--- src/rtl/toggle_fifo_pkg.sv ---
// Package: helpers shared by the two-phase storage chain.
// Assumes: handshake wires carry levels, and a level change is one event.
package toggle_fifo_pkg;

    // True when a wire's current level differs from a reference level.
    function automatic logic tog_event(input logic now_lvl, input logic ref_lvl);
        return now_lvl ^ ref_lvl;
    endfunction

endpackage

--- src/rtl/tfifo_sampler.sv ---
// Module: tfifo_sampler
// Registers one external handshake wire into the clock domain of the chain.
// Assumes: the wire changes at most once per handshake, and the partner holds
// it until the answering flip is returned.
module tfifo_sampler (
    input  logic clk,
    input  logic rst_n,
    input  logic wire_i,
    output logic level_o
);

    logic level_q;

    // Capture the external level once per clock; it is low after reset.
    always_ff @(posedge clk) begin
        if (!rst_n) begin
            level_q <= 1'b0;
        end else begin
            level_q <= wire_i;
        end
    end

    assign level_o = level_q;

endmodule

--- src/rtl/tfifo_stage.sv ---
// Module: tfifo_stage
// One storage stage. Its toggle bit acts as a C-element whose inputs are the
// left request and the inverted right acknowledge. The bit serves as both the
// acknowledge to the left and the request to the right.
// Assumes: the left data is stable while req_l differs from tog_o.
module tfifo_stage
    import toggle_fifo_pkg::*;
#(
    parameter int unsigned WIDTH = 8
) (
    input  logic             clk,
    input  logic             rst_n,
    input  logic             req_l,
    input  logic [WIDTH-1:0] data_l,
    input  logic             ack_r,
    output logic             tog_o,
    output logic [WIDTH-1:0] data_o
);

    logic             tog_q;
    logic [WIDTH-1:0] data_q;
    logic             offer;
    logic             room;
    logic             fire;

    // A new word is offered on the left, and the right has taken the last one.
    always_comb begin
        offer = tog_event(req_l, tog_q);
        room  = !tog_event(ack_r, tog_q);
        fire  = offer && room;
    end

    // Flip the toggle bit and capture the word together when both inputs agree.
    always_ff @(posedge clk) begin
        if (!rst_n) begin
            tog_q  <= 1'b0;
            data_q <= '0;
        end else if (fire) begin
            tog_q  <= ~tog_q;
            data_q <= data_l;
        end
    end

    assign tog_o  = tog_q;
    assign data_o = data_q;


    no_fire_without_offer_chk: assert property (@(posedge clk) disable iff (!rst_n)
        (req_l == tog_q) |=> ($stable(tog_q) && $stable(data_q)));


    no_fire_without_room_chk: assert property (@(posedge clk) disable iff (!rst_n)
        (ack_r != tog_q) |=> ($stable(tog_q) && $stable(data_q)));

endmodule

--- src/rtl/toggle_fifo.sv ---
// Module: toggle_fifo
// A first-in first-out chain of DEPTH stages that uses two-phase handshakes at
// both ends. req_in and ack_out are registered once on entry. Stage i takes its
// request from stage i-1, or from the registered req_in, and its acknowledge
// from stage i+1, or from the registered ack_out.
// Assumes: both neighbours keep to the two-phase protocol (see the brief).
module toggle_fifo
    import toggle_fifo_pkg::*;
#(
    parameter int unsigned WIDTH = 8,
    parameter int unsigned DEPTH = 4
) (
    input  logic             clk,
    input  logic             rst_n,
    input  logic             req_in,
    input  logic [WIDTH-1:0] data_in,
    output logic             ack_in,
    output logic             req_out,
    output logic [WIDTH-1:0] data_out,
    input  logic             ack_out
);

    localparam int unsigned LAST = DEPTH - 1;

    logic             req_s;
    logic             ack_s;
    logic             tog   [DEPTH];
    logic [WIDTH-1:0] word  [DEPTH];

    tfifo_sampler i_req_sampler (
        .clk     (clk),
        .rst_n   (rst_n),
        .wire_i  (req_in),
        .level_o (req_s)
    );

    tfifo_sampler i_ack_sampler (
        .clk     (clk),
        .rst_n   (rst_n),
        .wire_i  (ack_out),
        .level_o (ack_s)
    );

    // Chain of stages; the first and last stages connect to the sampled ports.
    for (genvar i = 0; i < DEPTH; i++) begin : g_stage
        logic             req_left;
        logic [WIDTH-1:0] data_left;
        logic             ack_right;

        if (i == 0) begin : g_head
            assign req_left  = req_s;
            assign data_left = data_in;
        end else begin : g_body
            assign req_left  = tog[i-1];
            assign data_left = word[i-1];
        end

        if (i == LAST) begin : g_tail
            assign ack_right = ack_s;
        end else begin : g_inner
            assign ack_right = tog[i+1];
        end

        tfifo_stage #(.WIDTH(WIDTH)) i_stage (
            .clk    (clk),
            .rst_n  (rst_n),
            .req_l  (req_left),
            .data_l (data_left),
            .ack_r  (ack_right),
            .tog_o  (tog[i]),
            .data_o (word[i])
        );
    end

    assign ack_in   = tog[0];
    assign req_out  = tog[LAST];
    assign data_out = word[LAST];


    out_hold_chk: assert property (@(posedge clk) disable iff (!rst_n)
        (req_out != ack_s) |=> ($stable(req_out) && $stable(data_out)));


    ack_needs_req_chk: assert property (@(posedge clk) disable iff (!rst_n)
        (req_s == ack_in) |=> $stable(ack_in));


    reset_low_chk: assert property (@(posedge clk)
        !rst_n |=> (!ack_in && !req_out));

endmodule

--- config.mk ---
export PLATFORM = sky130hd
export DESIGN_NAME = toggle_fifo
export DESIGN_NICKNAME = d
export VERILOG_FILES = /design/src/rtl/toggle_fifo_pkg.sv /design/src/rtl/tfifo_sampler.sv /design/src/rtl/tfifo_stage.sv /design/src/rtl/toggle_fifo.sv
export SDC_FILE = /design/constraint.sdc
export NUM_CORES = 1
export LEC_CHECK = 0
export ABC_AREA = 1
export BUFFER_PORTS_ARGS = -buffer_cell sky130_fd_sc_hd__buf_2
export CAP_MARGIN = 20
export CORE_MARGIN = 8
export CORE_UTILIZATION = 45
export CTS_CLUSTER_SIZE = 16
export DETAILED_ROUTE_END_ITERATION = 8
export GPL_ROUTABILITY_DRIVEN = 0
export PLACE_DENSITY_LB_ADDON = 0.15
export SLEW_MARGIN = 40
export SYNTH_ARGS = -nofsm -noshare
export SYNTH_HDL_FRONTEND = slang
export SYNTH_SLANG_ARGS = --single-unit
--- constraint.sdc ---
create_clock -name clk -period 1.1 [get_ports clk]
set_input_delay 0.165 -clock clk [delete_from_list [all_inputs] [get_ports clk]]
set_output_delay 0.165 -clock clk [all_outputs]
set_load 0.005 [all_outputs]
==> summary.txt, run 1 <==
Clock tree
  – Total CTS buffers: 5
  – Root Buffer: clkbuf_4
  – CTS tree: built
  – # clock sinks: 38
  – Clock transition at path regs: 0.11 ns
  – Post CTS Setup Buffer Count: 0
  – H-tree levels: 2
  – Clk_lat worst skew: 0.34 ns
  – CTS Buffer Depth: 2

Synthesis
  – Top post-synthesis cells by count: 48 x nor2_1, 39 x nand2_1, 38 x dfxtp_1
  – Ys Warns: 0
  – Syn_area_per_cell: 7.112 µm²
  – Synth async-reset ratio: 0
  – Mapped cell area: 1643 µm²
  – Top cells by area, synth: dfxtp_1 46%, nor2_1 11%, nand2_1 8.9%, nand3_1 7.9%, inv_1 7.1%
  – Main synth FF type: dfxtp_1
  – Area leader, netlist: dfxtp_1
  – Register area share after synthesis: 0.4631
  – Gate Count Post-Synth: 231
  – Number of flops mapped to enable cells by yosys: 0
  – Synth top area share: 0.4631
  – Syn nets: 243
  – Number of synthesized register bits: 38
  – Count leader, synth: nor2_1
  – Post-synthesis cell type count: 16

Power and ir drop
  – Sw frac: 0.2749
  – Sequential share of power: 0.426
  – Clock Power Share: 0.317
  – Sw power: 1.068 mW
  – Total power: 3.886 mW
  – Combinational group share of total power: 0.257
  – Pleak: 1.041 nW
  – Peak supply drop: 0.0009809 V
  – Internal power: 2.818 mW
  – Cell area power density: 1747 nW/µm²

GRT
  – Congestion Overflow GR: 0
  – Aggregate global-route resource usage: 0.1125
  – Largest net degree at the start of global routing: 25
  – Vias in the first global route: 1268
  – Initial antenna violation count: 0
  – First-pass GRT wire length: 5533 µm

Placed design
  – Pre-CTS WS: -0.08490 ns
  – Inst Count DP: 303
  – HPWL after DPL: 2169 µm
  – Port Buffers: 21
  – Post-DP Area: 1889 µm²

Route
  – First-pass iteration count of the detailed router: 4
  – WL final: 3310 µm
  – Via count: 1425
  – Routed len/inst: 10.51 µm
  – Initial DRC Count: 78
  – Post-route DRC: 0
  – Via/cell ratio: 4.524
  – Routed Antenna Nets: 0

STA
  – Final setup fails: 12
  – Slew HR: 0.8319
  – Tcrit/Tclk final: 1.014
  – RSZ-0062 raised after global routing: yes
  – Clock Skews: 0.005261 ns
  – Worst-margin pin slew: 0.2522 ns
  – Final hold violation count: 0
  – Worst Setup Slack, final: -0.01565 ns
  – Max Clock Freq: 0.8963 GHz
  – Fin crit period: 1.116 ns
  – Final Max Tran Viols: 0

Setup path
  – Worst setup SP type: flop
  – WS Path Type: flop to flop
  – Setup crit end kind: flop
  – Launch point of the worst path: g_stage[2].i_stage.tog_o$_SDFFE_PN0P_
  – Reg2Reg Depth: 6
  – Reg2Reg Launch Point: g_stage[2].i_stage.tog_o$_SDFFE_PN0P_
  – Req. time, crit path: 1.35 ns
  – CP max FO: 8
  – Critical Path AT: 1.37 ns

Cells and area
  – Final Instance Area: 2225 µm²
  – N_diodes: 0
  – Fillcell total: 348
  – Area delta synth->final: 35.41%
  – Share of post-route cells with drive strength above 1: 0.2772
  – Post-Layout Cell Count: 315
  – Nets: 278
  – Core Util, Final: 0.6217

Status
  – Failing checks: negative setup slack
  – Status: finished, violations left

Die
  – Row cnt: 22
  – Starting density of the core: 0.4591
  – Die Height: 76.42 µm
  – Die area: 5840 µm²
  – I/O pins: 22
  – Die width: 76.42 µm
  – CORE AREA: 3578 µm²

Run
  – Max Cap Viol: 0

Min path
  – Worst Hold Class: primary input to flop
  – Hold Path Stages: 3
  – Hold wc startpoint: req_in
## area by class of cell
| class | instances | area (µm²) | share of cell area |
|---|---|---|---|
| clock buffers | 6 | 51.30 | 0.02306 |
| clock inverters | 2 | 60.06 | 0.02700 |
| inverters | 34 | 132.6 | 0.05962 |
| multi-input cells | 150 | 807.0 | 0.3628 |
| flip-flops and latches | 38 | 775.7 | 0.3487 |
| well taps | 48 | 60.06 | 0.02700 |
| repair buffers | 37 | 337.8 | 0.1519 |
## worst max-delay path, cell delays in order, from the launching register on
cell,delay (ns)
dfxtp_4,0.38
buf_6,0.13
xnor2_4,0.20
buf_12,0.16
nand3_1,0.07
nand2_1,0.06
nor2_1,0.03
## through the flow
stage | hold slack (ns) | TNS (ns)
floorplan | 0.2626 | -0.2230
global placement | 0.3466 | -1.038
detailed placement | 0.3522 | -1.290
CTS | 0.008261 | -0.2020
global route | 0.02232 | -1.299
finish | 0.01925 | -0.1125
## power groups by stage
stage | Sequential (mW) | Clock [mW] | Combinational (mW)
6_report | 1.66 | 1.23 | 0.998
5_1_grt | 1.68 | 1.32 | 1.12
4_1_cts | 1.65 | 1.27 | 0.836
3_5_place_dp | 1.68 | 0 | 0.811
3_3_place_gp | 1.68 | 0 | 0.804
2_1_floorplan | 1.66 | 0 | 0.596
## sequential cells by signal, indices dropped and copies added (netlist names)
signal	cells
g_stage.i_stage.data_o	32
g_stage.i_stage.tog_o	4
i_ack_sampler.level_o	1
i_req_sampler.level_o	1
## metal layers
| layer | wire length, µm | global-route usage | up-vias |
|---|---|---|---|
| met4 | 65 | 0.05192 | 0 |
| met2 | 1558 | 0.1645 | 26 |
| met5 | 0 | 0 | - |
| met3 | 132 | 0.04835 | 5 |
| li1 | - | - | 785 |
| met1 | 1554 | 0.1384 | 609 |
## cell usage in the layout (no fill, tap or decap), drive strengths merged
master,Yosys,final
dfxtp,38,38
nor2,49,49
dlygate4sd3,0,1
o21ai,8,8
xnor2,3,3
inv,34,34
a211oi,1,1
bufinv,0,2
a21oi,20,20
nand3,26,26
clkbuf,0,8
nand2,42,43
buf,10,34
## logic make-up (layout without fill, tap and decap cells)
family,Yosys count,count (layout),synth area share
xor gates and xnor gates,3,3,0.02513
and+or+nand+nor,117,118,0.2963
DFF,38,38,0.4631
AOI/OAI and AO/OA,29,29,0.08988
buffers and inverters,44,79,0.1257
## path summary, 6_finish.rpt
check	endpoint	slack, ns
max	g_stage[2].i_stage.data_o[6]$_SDFFE_PN0P_	-0.02
min	i_req_sampler.level_o$_SDFF_PN0_	0.02
max reg2reg	g_stage[2].i_stage.data_o[6]$_SDFFE_PN0P_	-0.02
min reg2reg	g_stage[0].i_stage.data_o[1]$_SDFFE_PN0P_	0.48
## repair_timing
action | 4_1_cts | 5_1_grt
pin swaps | 1 | 11
gates cloned | 0 | 3
hold endpoints to repair | 1 | 0
hold buffers | 1 | 0
gates resized for setup | 7 | 32
endpoints found under the setup margin | 27 | 32
Note: power is estimated with default switching activity, not from simulation.
==> run 2: changes to the inputs <==
--- a/config.mk
+++ b/config.mk
@@ -9,7 +9,7 @@
 export BUFFER_PORTS_ARGS = -buffer_cell sky130_fd_sc_hd__buf_2
 export CAP_MARGIN = 20
 export CORE_MARGIN = 8
-export CORE_UTILIZATION = 45
+export CORE_UTILIZATION = 35
 export CTS_CLUSTER_SIZE = 16
 export DETAILED_ROUTE_END_ITERATION = 8
 export GPL_ROUTABILITY_DRIVEN = 0
==> run 2 against run 1 <==
- the run still ends with negative setup slack left
- routed wire length increased by 5.5%
- first-iteration DRC count fell by 32%
- sequential power about the same
- highest routed layer unchanged
- non-clock buffer count is 1 lower
- clock power is 20% higher
- critical path depth did not move
- maximum frequency down 1.5%
- total power increased by 6.0%
- critical path type unchanged
- utilization decreased by 13 points
- cell area up 2.5%
- worst setup slack lost 0.017 ns
- sequential cell count is the same
==> summary.txt, run 2 (synthesized netlist as in run 1, its figures left out) <==
Route
  – Initial DRC Count: 53
  – Routed len/inst: 10.88 µm
  – WL final: 3491 µm
  – Via/cell ratio: 4.442
  – Top sig layer: met4
  – Met2 WL post-DR: 1637 µm
  – M1 WL: 1664 µm
  – Via count: 1426
  – Post-route DRC: 0
  – First-pass iteration count of the detailed router: 5
  – Routed Antenna Nets: 0
  – WL met3: 152 µm

Die
  – CORE AREA: 4629 µm²
  – Starting density of the core: 0.3549
  – Die area: 7142 µm²
  – Row cnt: 25
  – Die width: 84.51 µm
  – I/O pins: 22
  – Die Height: 84.51 µm

STA
  – Slew HR: 0.8442
  – Final hold violation count: 0
  – Max Clock Freq: 0.8828 GHz
  – Fin crit period: 1.133 ns
  – Final Max Tran Viols: 0
  – Worst Setup Slack, final: -0.03271 ns
  – Worst-margin pin slew: 0.2331 ns
  – Clock Skews: 0.004108 ns
  – Final setup fails: 8
  – Setup Total Neg Slack: -0.1771 ns
  – RSZ-0062 raised after global routing: yes
  – Hold slack: 0.05251 ns
  – Tcrit/Tclk final: 1.030

Clock tree
  – CTS Buffer Depth: 2
  – Clk_lat worst skew: 0.29 ns
  – Root Buffer: clkbuf_8
  – Clock transition at path regs: 0.08 ns
  – CTS Hold Bufs: 0
  – CTS tree: built
  – H-tree levels: 2
  – # clock sinks: 38
  – Total CTS buffers: 5

Power and ir drop
  – Pleak: 1.052 nW
  – Clock Power Share: 0.357
  – Combinational group share of total power: 0.241
  – Cell area power density: 1806 nW/µm²
  – Peak supply drop: 0.0008262 V
  – Sw frac: 0.2735
  – Internal power: 2.992 mW
  – Sw power: 1.126 mW
  – Sequential share of power: 0.402
  – Total power: 4.118 mW

Cells and area
  – Fillcell total: 513
  – Core Util, Final: 0.4924
  – Number of flip-flops in the largest register: 32
  – Most frequent cells in the layout: 41 x nor2_1, 35 x dfxtp_1, 33 x nand2_1
  – N_diodes: 0
  – Post-Layout Cell Count: 321
  – Register area: 772.0 µm²
  – Nets: 278
  – Multi-input logic area: 857.1 µm²
  – Area delta synth->final: 38.77%
  – Final Instance Area: 2280 µm²
  – Commonest non-fill, non-tap cell in the layout: nor2_1
  – Share of post-route cells with drive strength above 1: 0.3146

Setup path
  – Setup crit end kind: flop
  – Worst setup SP type: flop
  – WS Path Type: flop to flop
  – CP max FO: 8
  – Critical Path AT: 1.33 ns
  – Req. time, crit path: 1.29 ns

GRT
  – Aggregate global-route resource usage: 0.1008
  – Initial antenna violation count: 0
  – First-pass GRT wire length: 5982 µm
  – Congestion Overflow GR: 0
  – Largest net degree at the start of global routing: 29
  – Vias in the first global route: 1365

Status
  – Status: finished, violations left
  – Failing checks: negative setup slack

Run
  – Max Cap Viol: 0

Placed design
  – Post-DP Area: 1884 µm²
  – Inst Count DP: 309
  – HPWL after DPL: 2208 µm
  – Pre-CTS WS: -0.06408 ns
  – Port Buffers: 21

Min path
  – Worst Hold Class: primary input to flop
## run 2: what timing repair did
action | CTS | global route
resized for setup | 8 | 45
endpoints found under the setup margin | 25 | 33
pin swaps | 2 | 12
gates cloned | 1 | 2
setup buffers | 0 | 1
## run 2: area by class of cell
type | count | area share
Tap cell | 54 | 0.02964
Multi-Input combinational cell | 151 | 0.3760
Inverter | 34 | 0.05928
Timing Repair Buffer | 36 | 0.1339
Sequential cell | 38 | 0.3386
Clock inverter | 2 | 0.02634
Clock buffer | 6 | 0.03622
## run 2: path summary, 6_finish.rpt
check        cells after the start  slack [ns]                                   endpoint                                       from
max reg2reg                      6       -0.03  g_stage[1].i_stage.data_o[6]$_SDFFE_PN0P_      g_stage[2].i_stage.tog_o$_SDFFE_PN0P_
min                              3        0.05           i_ack_sampler.level_o$_SDFF_PN0_                                    ack_out
max                              6       -0.03  g_stage[1].i_stage.data_o[6]$_SDFFE_PN0P_      g_stage[2].i_stage.tog_o$_SDFFE_PN0P_
min reg2reg                      2        0.47  g_stage[0].i_stage.data_o[1]$_SDFFE_PN0P_  g_stage[0].i_stage.data_o[1]$_SDFFE_PN0P_
## run 2: critical path, stage by stage, from the launching register on
cell	delay, ns
dfxtp_1	0.32
buf_4	0.16
xnor2_4	0.23
buf_12	0.15
nand3_1	0.07
nand2_1	0.06
nor2_1	0.03
## run 2: layer usage
| metal | vias to the layer above | track usage |
|---|---|---|
| met1 | 619 | 0.1173 |
| li1 | 780 | - |
| met5 | - | 0 |
| met4 | 0 | 0.03883 |
| met2 | 24 | 0.1632 |
| met3 | 3 | 0.03805 |
## run 2: power by group through the flow
stage | Sequential, mW | Clock [mW] | Combinational, mW
2_1_floorplan | 1.66 | 0 | 0.596
3_3_place_gp | 1.68 | 0 | 0.800
3_5_place_dp | 1.68 | 0 | 0.806
4_1_cts | 1.65 | 1.50 | 0.826
5_1_grt | 1.68 | 1.56 | 1.12
6_report | 1.66 | 1.47 | 0.992
